### src/rtl/line_raster_pkg.sv
package line_raster_pkg;
  typedef struct packed {
    logic neg_x;
    logic neg_y;
    logic swap;
  } octant_t;

  typedef enum logic [1:0] {
    ST_IDLE,
    ST_FOLD,
    ST_INIT,
    ST_RUN
  } lr_state_t;
endpackage

### src/rtl/lr_octant_fold.sv
module lr_octant_fold
  import line_raster_pkg::*;
#(
  parameter int CW = 12
) (
  input  logic [CW-1:0] ax,
  input  logic [CW-1:0] ay,
  input  logic [CW-1:0] bx,
  input  logic [CW-1:0] by,
  output octant_t       oct,
  output logic [CW-1:0] major_len,
  output logic [CW-1:0] minor_len
);
  logic [CW-1:0] span_x, span_y;

  always_comb begin
    oct.neg_x = (bx < ax);
    oct.neg_y = (by < ay);
    span_x    = oct.neg_x ? (ax - bx) : (bx - ax);
    span_y    = oct.neg_y ? (ay - by) : (by - ay);
    oct.swap  = (span_y > span_x);
    major_len = oct.swap ? span_y : span_x;
    minor_len = oct.swap ? span_x : span_y;
  end
endmodule

### src/rtl/lr_stepper.sv
module lr_stepper #(
  parameter int CW = 12
) (
  input  logic          clk,
  input  logic          rst,
  input  logic          init,
  input  logic          adv,
  input  logic [CW-1:0] major_len,
  input  logic [CW-1:0] minor_len,
  output logic [CW-1:0] u,
  output logic [CW-1:0] v,
  output logic          at_end
);
  localparam int DW = CW + 2;

  logic signed [DW-1:0] err;
  logic signed [DW-1:0] two_min, two_maj, maj_ext;

  always_comb begin
    two_min = $signed({1'b0, minor_len, 1'b0});
    two_maj = $signed({1'b0, major_len, 1'b0});
    maj_ext = $signed({2'b00, major_len});
    at_end  = (u == major_len);
  end

  always_ff @(posedge clk) begin
    if (rst) begin
      u   <= '0;
      v   <= '0;
      err <= '0;
    end else if (init) begin
      u   <= '0;
      v   <= '0;
      err <= two_min - maj_ext;
    end else if (adv) begin
      u <= u + 1'b1;
      if (err > 0) begin
        v   <= v + 1'b1;
        err <= err + two_min - two_maj;
      end else begin
        err <= err + two_min;
      end
    end
  end


  minor_le_major_chk: assert property (@(posedge clk) disable iff (rst) v <= u);
endmodule

### src/rtl/lr_unfold.sv
module lr_unfold
  import line_raster_pkg::*;
#(
  parameter int CW = 12
) (
  input  logic [CW-1:0] ax,
  input  logic [CW-1:0] ay,
  input  octant_t       oct,
  input  logic [CW-1:0] u,
  input  logic [CW-1:0] v,
  output logic [CW-1:0] px,
  output logic [CW-1:0] py
);
  logic [CW-1:0] off_x, off_y;

  always_comb begin
    off_x = oct.swap ? v : u;
    off_y = oct.swap ? u : v;
    px    = oct.neg_x ? (ax - off_x) : (ax + off_x);
    py    = oct.neg_y ? (ay - off_y) : (ay + off_y);
  end
endmodule

### src/rtl/line_raster.sv
module line_raster
  import line_raster_pkg::*;
#(
  parameter int CW = 12
) (
  input  logic          clk,
  input  logic          rst,
  input  logic          start,
  input  logic [CW-1:0] ax,
  input  logic [CW-1:0] ay,
  input  logic [CW-1:0] bx,
  input  logic [CW-1:0] by,
  input  logic          pix_ready,
  output logic          busy,
  output logic          pix_valid,
  output logic [CW-1:0] pix_x,
  output logic [CW-1:0] pix_y,
  output logic          pix_last
);
  lr_state_t     state;
  logic [CW-1:0] sx, sy, ex, ey;
  octant_t       oct_d, oct_q;
  logic [CW-1:0] maj_d, min_d, maj_q, min_q;
  logic [CW-1:0] u, v;
  logic          at_end, adv, init;

  lr_octant_fold #(.CW(CW)) u_fold (
    .ax(sx), .ay(sy), .bx(ex), .by(ey),
    .oct(oct_d), .major_len(maj_d), .minor_len(min_d)
  );

  always_ff @(posedge clk) begin
    if (rst) begin
      state <= ST_IDLE;
      sx    <= '0;
      sy    <= '0;
      ex    <= '0;
      ey    <= '0;
      oct_q <= '0;
      maj_q <= '0;
      min_q <= '0;
    end else begin
      case (state)
        ST_IDLE: if (start) begin
          sx    <= ax;
          sy    <= ay;
          ex    <= bx;
          ey    <= by;
          state <= ST_FOLD;
        end
        ST_FOLD: begin
          oct_q <= oct_d;
          maj_q <= maj_d;
          min_q <= min_d;
          state <= ST_INIT;
        end
        ST_INIT: state <= ST_RUN;
        ST_RUN:  if (pix_ready && at_end) state <= ST_IDLE;
        default: state <= ST_IDLE;
      endcase
    end
  end

  always_comb begin
    init      = (state == ST_INIT);
    pix_valid = (state == ST_RUN);
    adv       = pix_valid && pix_ready && !at_end;
    pix_last  = pix_valid && at_end;
    busy      = (state != ST_IDLE);
  end

  lr_stepper #(.CW(CW)) u_step (
    .clk(clk), .rst(rst), .init(init), .adv(adv),
    .major_len(maj_q), .minor_len(min_q),
    .u(u), .v(v), .at_end(at_end)
  );

  lr_unfold #(.CW(CW)) u_unfold (
    .ax(sx), .ay(sy), .oct(oct_q), .u(u), .v(v),
    .px(pix_x), .py(pix_y)
  );


  stall_hold_chk: assert property (@(posedge clk) disable iff (rst)
    pix_valid && !pix_ready |=> pix_valid && $stable(pix_x) && $stable(pix_y) && $stable(pix_last));


  last_drop_chk: assert property (@(posedge clk) disable iff (rst)
    pix_valid && pix_ready && pix_last |=> !pix_valid);


  adjacent_chk: assert property (@(posedge clk) disable iff (rst)
    pix_valid && pix_ready && !pix_last |=> pix_valid &&
      ((pix_x == $past(pix_x)) || (pix_x == $past(pix_x) + 1'b1) || (pix_x == $past(pix_x) - 1'b1)) &&
      ((pix_y == $past(pix_y)) || (pix_y == $past(pix_y) + 1'b1) || (pix_y == $past(pix_y) - 1'b1)));


  busy_chk: assert property (@(posedge clk) disable iff (rst) pix_valid |-> busy);


  count_bound_chk: assert property (@(posedge clk) disable iff (rst) pix_valid |-> u <= maj_q);
endmodule

### config.mk
export PLATFORM = sky130hd
export DESIGN_NAME = line_raster
export DESIGN_NICKNAME = d
export VERILOG_FILES = /design/src/rtl/line_raster_pkg.sv /design/src/rtl/lr_octant_fold.sv /design/src/rtl/lr_stepper.sv /design/src/rtl/lr_unfold.sv /design/src/rtl/line_raster.sv
export SDC_FILE = /design/constraint.sdc
export NUM_CORES = 1
export LEC_CHECK = 0
export BUFFER_PORTS_ARGS = -buffer_cell sky130_fd_sc_hd__clkbuf_2
export CAP_MARGIN = 20
export CORE_MARGIN = 10
export CORE_UTILIZATION = 35
export CTS_CLUSTER_DIAMETER = 40
export CTS_CLUSTER_SIZE = 14
export DETAILED_ROUTE_END_ITERATION = 8
export PLACE_DENSITY_LB_ADDON = 0.05
export SYNTH_ARGS = -nofsm -noshare
export SYNTH_HDL_FRONTEND = slang
export SYNTH_SLANG_ARGS = --single-unit
### constraint.sdc
create_clock -name clk -period 5.6 [get_ports clk]
set_input_delay 1.12 -clock clk [delete_from_list [all_inputs] [get_ports clk]]
set_output_delay 1.12 -clock clk [all_outputs]
set_load 0.02 [all_outputs]
==> Word level (Yosys, flattened, before mapping) <==
Cells that the tools add are included.
{ "word_totals": {"ramBits": 0, "register_bits": 115, "elab_cells": 62, "romBits": 0, "latch_bits": 0, "out_inout_bits": 27, "mem_count": 0} }
{ "classes": {"n_div": 0, "n_eq_ne": 6, "shift": 0, "bitwise_logic": 0, "mux": 14, "multipliers": 0, "reduce_logical": 12, "magnitude_cmp": 4, "addsub": 13} }
{ "op_table": {"columns": ["op", "n"], "rows": [
  ["12-bit 2-to-1 mux", 8],
  ["12-bit subtractor", 6],
  ["14-bit 2-to-1 mux", 3],
  ["12-bit by 1-bit adder with 12-bit output, second input constant", 2],
  ["12-bit adder", 2],
  ["12-bit less-than comparator", 2],
  ["14-bit adder", 1],
  ["14-bit by 1-bit > comparator with 1-bit output, second input constant", 1],
  ["13-bit by 12-bit subtractor with 14-bit output", 1],
  ["14-bit subtractor", 1],
  ["12-bit == test", 1],
  ["12-bit > comparator", 1],
  ["2-bit case mux with 4 select lines", 1],
  ["2-bit AND reduction", 3],
  ["2-bit == test, second input constant", 2],
  ["1-bit logical AND", 4],
  ["2-bit 2-to-1 mux", 2],
  ["2-bit nonzero test", 2],
  ["2-bit by 1-bit == test with 1-bit output, second input constant", 1],
  ["2-bit logical NOT", 1],
  ["2-bit by 1-bit inequality test with 1-bit output, second input constant", 1],
  ["2-bit inequality test, second input constant", 1],
  ["2-bit OR reduction", 1],
  ["1-bit logical NOT", 1]
]} }

==> Depth between registers and ports, before layout <==
{ "logic_depth": {"word_depth": 5, "depth_mapped": 22} }

==> Hierarchy <==
From an unflattened synthesis, not the netlist that was laid out.
{ "unflattened": {"hier_cells": 1394, "hier_area_um2": 11019.3} }
{ "modules_own_cells": {"columns": ["mod", "n_inst", "seq_area_each_um2", "cells_each", "area_each_um2"], "rows": [
  ["lr_stepper", 1, 760.7, 433, 3478.3],
  ["line_raster", 1, 1541.5, 320, 2810.2],
  ["lr_octant_fold", 1, 0.0, 363, 2678.8],
  ["lr_unfold", 1, 0.0, 278, 2052.0]
]} }

==> Worst setup path before layout <==
Ideal clock, no wire load.
{ "synth_timing": {"path_kind": "reg2out", "startpoint": "register oct_q[0] (netlist bit)", "endpoint": "output port pix_x[10]", "arrival_time_ps": 3260, "path_stages_with_launch": 16, "setup_slack_ps": 1220, "path_cell_list": "dfxtp_1 -> buf_2 -> buf_1 -> buf_2 -> buf_2 -> buf_2 -> mux2i_1 -> xnor2_1 -> ha_1 -> inv_1 -> o21bai_1 -> a21oi_1 -> o21ai_0 -> a21o_1 -> a21oi_1 -> xnor2_1"} }
{ "synth_via": {"elab_chain_len": 3, "elab_cells_between_ends": 4, "cone_classes": "2 x add/sub; 2 x mux"} }
{ "synth_lines": {"columns": ["element", "line", "rtl"], "rows": [
  ["start: declaration", "line_raster.sv:22", "octant_t oct_d, oct_q;"],
  ["start signal: assignment", "line_raster.sv:52", "oct_q <= oct_d;"],
  ["12-bit 2-to-1 mux (*)", "lr_unfold.sv:17", "off_x = oct.swap ? v : u;"],
  ["12-bit adder or 12-bit subtractor (tied branches)", "lr_unfold.sv:19", "px = oct.neg_x ? (ax - off_x) : (ax + off_x);"],
  ["12-bit 2-to-1 mux (*)", "lr_unfold.sv:19", null],
  ["end: declaration", "line_raster.sv:16", "output logic [CW-1:0] pix_x,"]
]} }
Mark *: on every way between the ends. The rest lies on a longest branch, timed or not.

==> Worst setup path after layout <==
Ends and elaborated chain as after synthesis.

==> summary.md <==
| Metric | Value |
|---|---|
| Status | finished, final reports clean |
| Lkg Pwr | 4.95 nW |
| Slew @ Worst Pin | 1080 ps |
| Crit share post-route | 91.7% |
| Num Clock Sinks | 115 |
| Crit path max fanout | 44 |
| Post-synth EDFFs | 0 |
| GRT Residual Overflow | 0 |
| Crit Path Class | flop to output port |
| Wire per inst | 18.0 um |
| Clock Latency Late Sink | between 400 and 500 ps |
| Vias in the first global route | 9013 |
| Final net count | 1586 |
| Port Buf Inserts | 78 |
| Syn_nets | 1551 |
| Clk pwr share | 13.3% |
| Final hold vios | 0 |
| Slew Viols, Final | 0 |
| Yosys cell types | 70 |
| CP endpoint kind | output port |
| Core ar. | a little under 30000 um^2 |
| Initial antenna violation count | 0 |
| Logic pwr share | 73.0% |
| Critical Path AT | between 4000 and 5000 ps |
| Cell Pwr Density | 762 nW/um^2 |
| Die W | between 150 and 200 um |
| Worst vdd ir | 0.000410 V |
| RSZ-0062 raised after global routing | false |
| 1st-iter DRT viols | about 650 |
| Clk_skew | 10.0 ps |
| Chip Height | 194 um |
| Int Pwr | 4.51 mW |
| Worst Hold Class | flop to flop |
| Netlist Area Pre-Place | 10600 um^2 |
| CP Data Required Time | 4480 ps |
| Sequential-to-total area share from yosys stat | 21.8% |
| Sequential Power Share | a little over an eighth |
| First-pass GRT wire length | ~52000 um |
| Largest net degree at the start of global routing | 70 |
| DRC violations left | 0 |
| Total CTS buffers | 17 |
| Slew Limit Headroom | 27.9% |
| Row Count | 63 |
| Initial core utilization | 35.5% |
| Hold depth | 2 |
| RePlAce Congestion | 0.850 |
| TritonRoute pass-1 iters | 5 |
| Synth Flop Type | dfxtp_1 |
| P_sw | 4.50 mW |
| Max Freq | 0.195 GHz |
| Ratio of cells with drive above 1 in the final layout | 10.7% |
| Io pins | 79 |
| Endpoints failing setup | 0 |
| Mean area per synthesized cell | 7.73 um^2 |
| Synth Register Bits | 115 |
| Area after DPL | 11200 um^2 |
| Cells after Synth | 1366 |
| Yosys warns | 0 |
| TNS Setup | 0 ps |
| H-tree depth | 4 |
| Finished Cell Area | 11800 um^2 |
| GRT Total Usage | between 15 and 20% |
| Post-cts hold buffer count | 0 |
| Post-CTS sizing | 0 |
| Drt total wl | 32400 um |
| Layout area overhead | 11.9% |
| CTS tree | built |
| Crit path time final | 5130 ps |
| Switch share | 50.0% |
| Vias per cell | 5.20 |
| R2r worst-path depth | 19 |
| Die area | ~38000 um^2 |
| CTS max path bufs | 2 |
| Fin Hold WS | around 460 ps |
| Antenna fix cells | 0 |
| Post-CTS setup buffers | 0 |
| Clock Pin Slew Worst Setup and Hold Paths | approximately 60 ps |
| Clk root buf | clkbuf_16 |
| Number of max-cap violations | 0 |
| Via count | 9367 |
| Remaining antenna violation count | 0 |
| DP HPWL | 25600 um |
| Async set-reset flop share out of synthesis | 0% |
| CP startpoint kind | flop |
[flip-flops by register name, summed over array words and instances (netlist names)]
| name | flops |
|---|---|
| u_step.err | 14 |
| ex | 12 |
| ey | 12 |
| maj_q | 12 |
| min_q | 12 |
| sx | 12 |
| sy | 12 |
| u_step.u | 12 |
| u_step.v | 12 |
| oct_q | 3 |
| state | 2 |
[power groups by stage]
stage / clock [mW] / sequential [mW] / combinational, mW
6_report: 1.20 / 1.23 / 6.57
5_1_grt: 1.27 / 1.26 / 7.33
4_1_cts: 1.23 / 1.24 / 6.65
3_5_place_dp: 0 / 1.25 / 6.60
3_3_place_gp: 0 / 1.25 / 6.61
2_1_floorplan: 0 / 1.13 / 5.12
[cell usage after synthesis, drive strengths merged (5+ instances only)]
master,instances,area share (%)
inv,100,3.6
nor3,34,1.6
o21a,12,0.85
o21ai,41,1.9
o211ai,12,0.85
a31oi,19,1.1
nand3,24,1.2
clkbuf,43,1.5
o21bai,7,0.50
nand3b,7,0.50
ha,124,15
a21oi,132,6.4
o221ai,9,0.75
fa,9,1.7
and3,12,0.72
nand4,13,0.77
and2,10,0.59
buf,27,1.4
or3,6,0.36
nor2,114,4.1
mux2i,57,5.4
a21o,29,2.1
xnor2,63,5.3
or2,11,0.65
a211oi,17,1.3
dfxtp,115,22
xor2,55,4.6
o22ai,9,0.53
nor4,7,0.41
a31o,6,0.50
o31ai,8,0.57
nor2b,14,0.83
nand2,159,5.7
nand2b,16,1.0
nor3b,5,0.36
mux2,7,0.75
[critical path, cell delays in order, from the launching register on]
cell	delay, ps
dfxtp_2	450
buf_4	500
mux2i_1	380
nand3_1	170
nor3_1	360
nor2_1	90
xor2_1	180
ha_1	330
and2_1	180
nor2_1	80
o21ai_0	140
a21o_1	210
a21oi_1	170
xnor2_1	140
clkbuf_2	200
[layout make-up]
type	count	area, um^2
Fill cell	3116	17900
Clock buffer	21	470
Timing Repair Buffer	86	450
Multi-Input combinational cell	1081	7570
Inverter	100	375
Sequential cell	115	2300
Tap cell	390	488
Clock inverter	9	154
[cell families after synthesis]
family	synth area share [%]
AO/OA/AOI/OAI	20.3
XOR/XNOR	9.86
adder cells (fa/ha/maj)	16.4
flip-flops	21.8
AND/OR/NAND/NOR	18.9
buffers and inverters	6.52
multiplexers	6.15
[stage by stage]
stage               power (mW)  util (%)  cells  setup slack (ps)
floorplan                 6.24         -   1366              1220
global placement          7.86      37.7   1772               808
detailed placement        7.85      37.7   1772               768
CTS                       9.11      39.8   1802               440
global route              9.86      39.8   1802              22.1
finish                    9.01      39.8   1802               465
[placed cells by master, fill, tap and decap left out, drive strengths merged, types with 19 or more instances in the layout]
master  instances
mux2i          57
a31oi          19
nor3           34
inv           100
a21o           29
xnor2          63
xor2           55
nand2         159
nor2          114
nand3          24
dfxtp         115
clkbuf         98
ha            124
o21ai          41
a21oi         132
[layer usage]
| layer | global-route usage [%] | wire length (um) | share of wire (%) | vias to the layer above |
|---|---|---|---|---|
| met4 | 4.46 | 461 | 1.4 | 0 |
| met2 | 26.0 | 14300 | 44 | 149 |
| met5 | 0 | 0 | 0 | - |
| met1 | 24.0 | 16700 | 52 | 4364 |
| met3 | 2.68 | 957 | 3.0 | 22 |
| li1 | - | - | - | 4832 |
[final timing paths]
path                  from         to  slack [ps]
setup / recovery  oct_q[0]  pix_x[10]         470
hold / removal      sy[11]     sy[11]         460
setup reg to reg     sx[1]   min_q[6]         740
hold reg to reg     sy[11]     sy[11]         460
(Power assumes the default switching activity.)
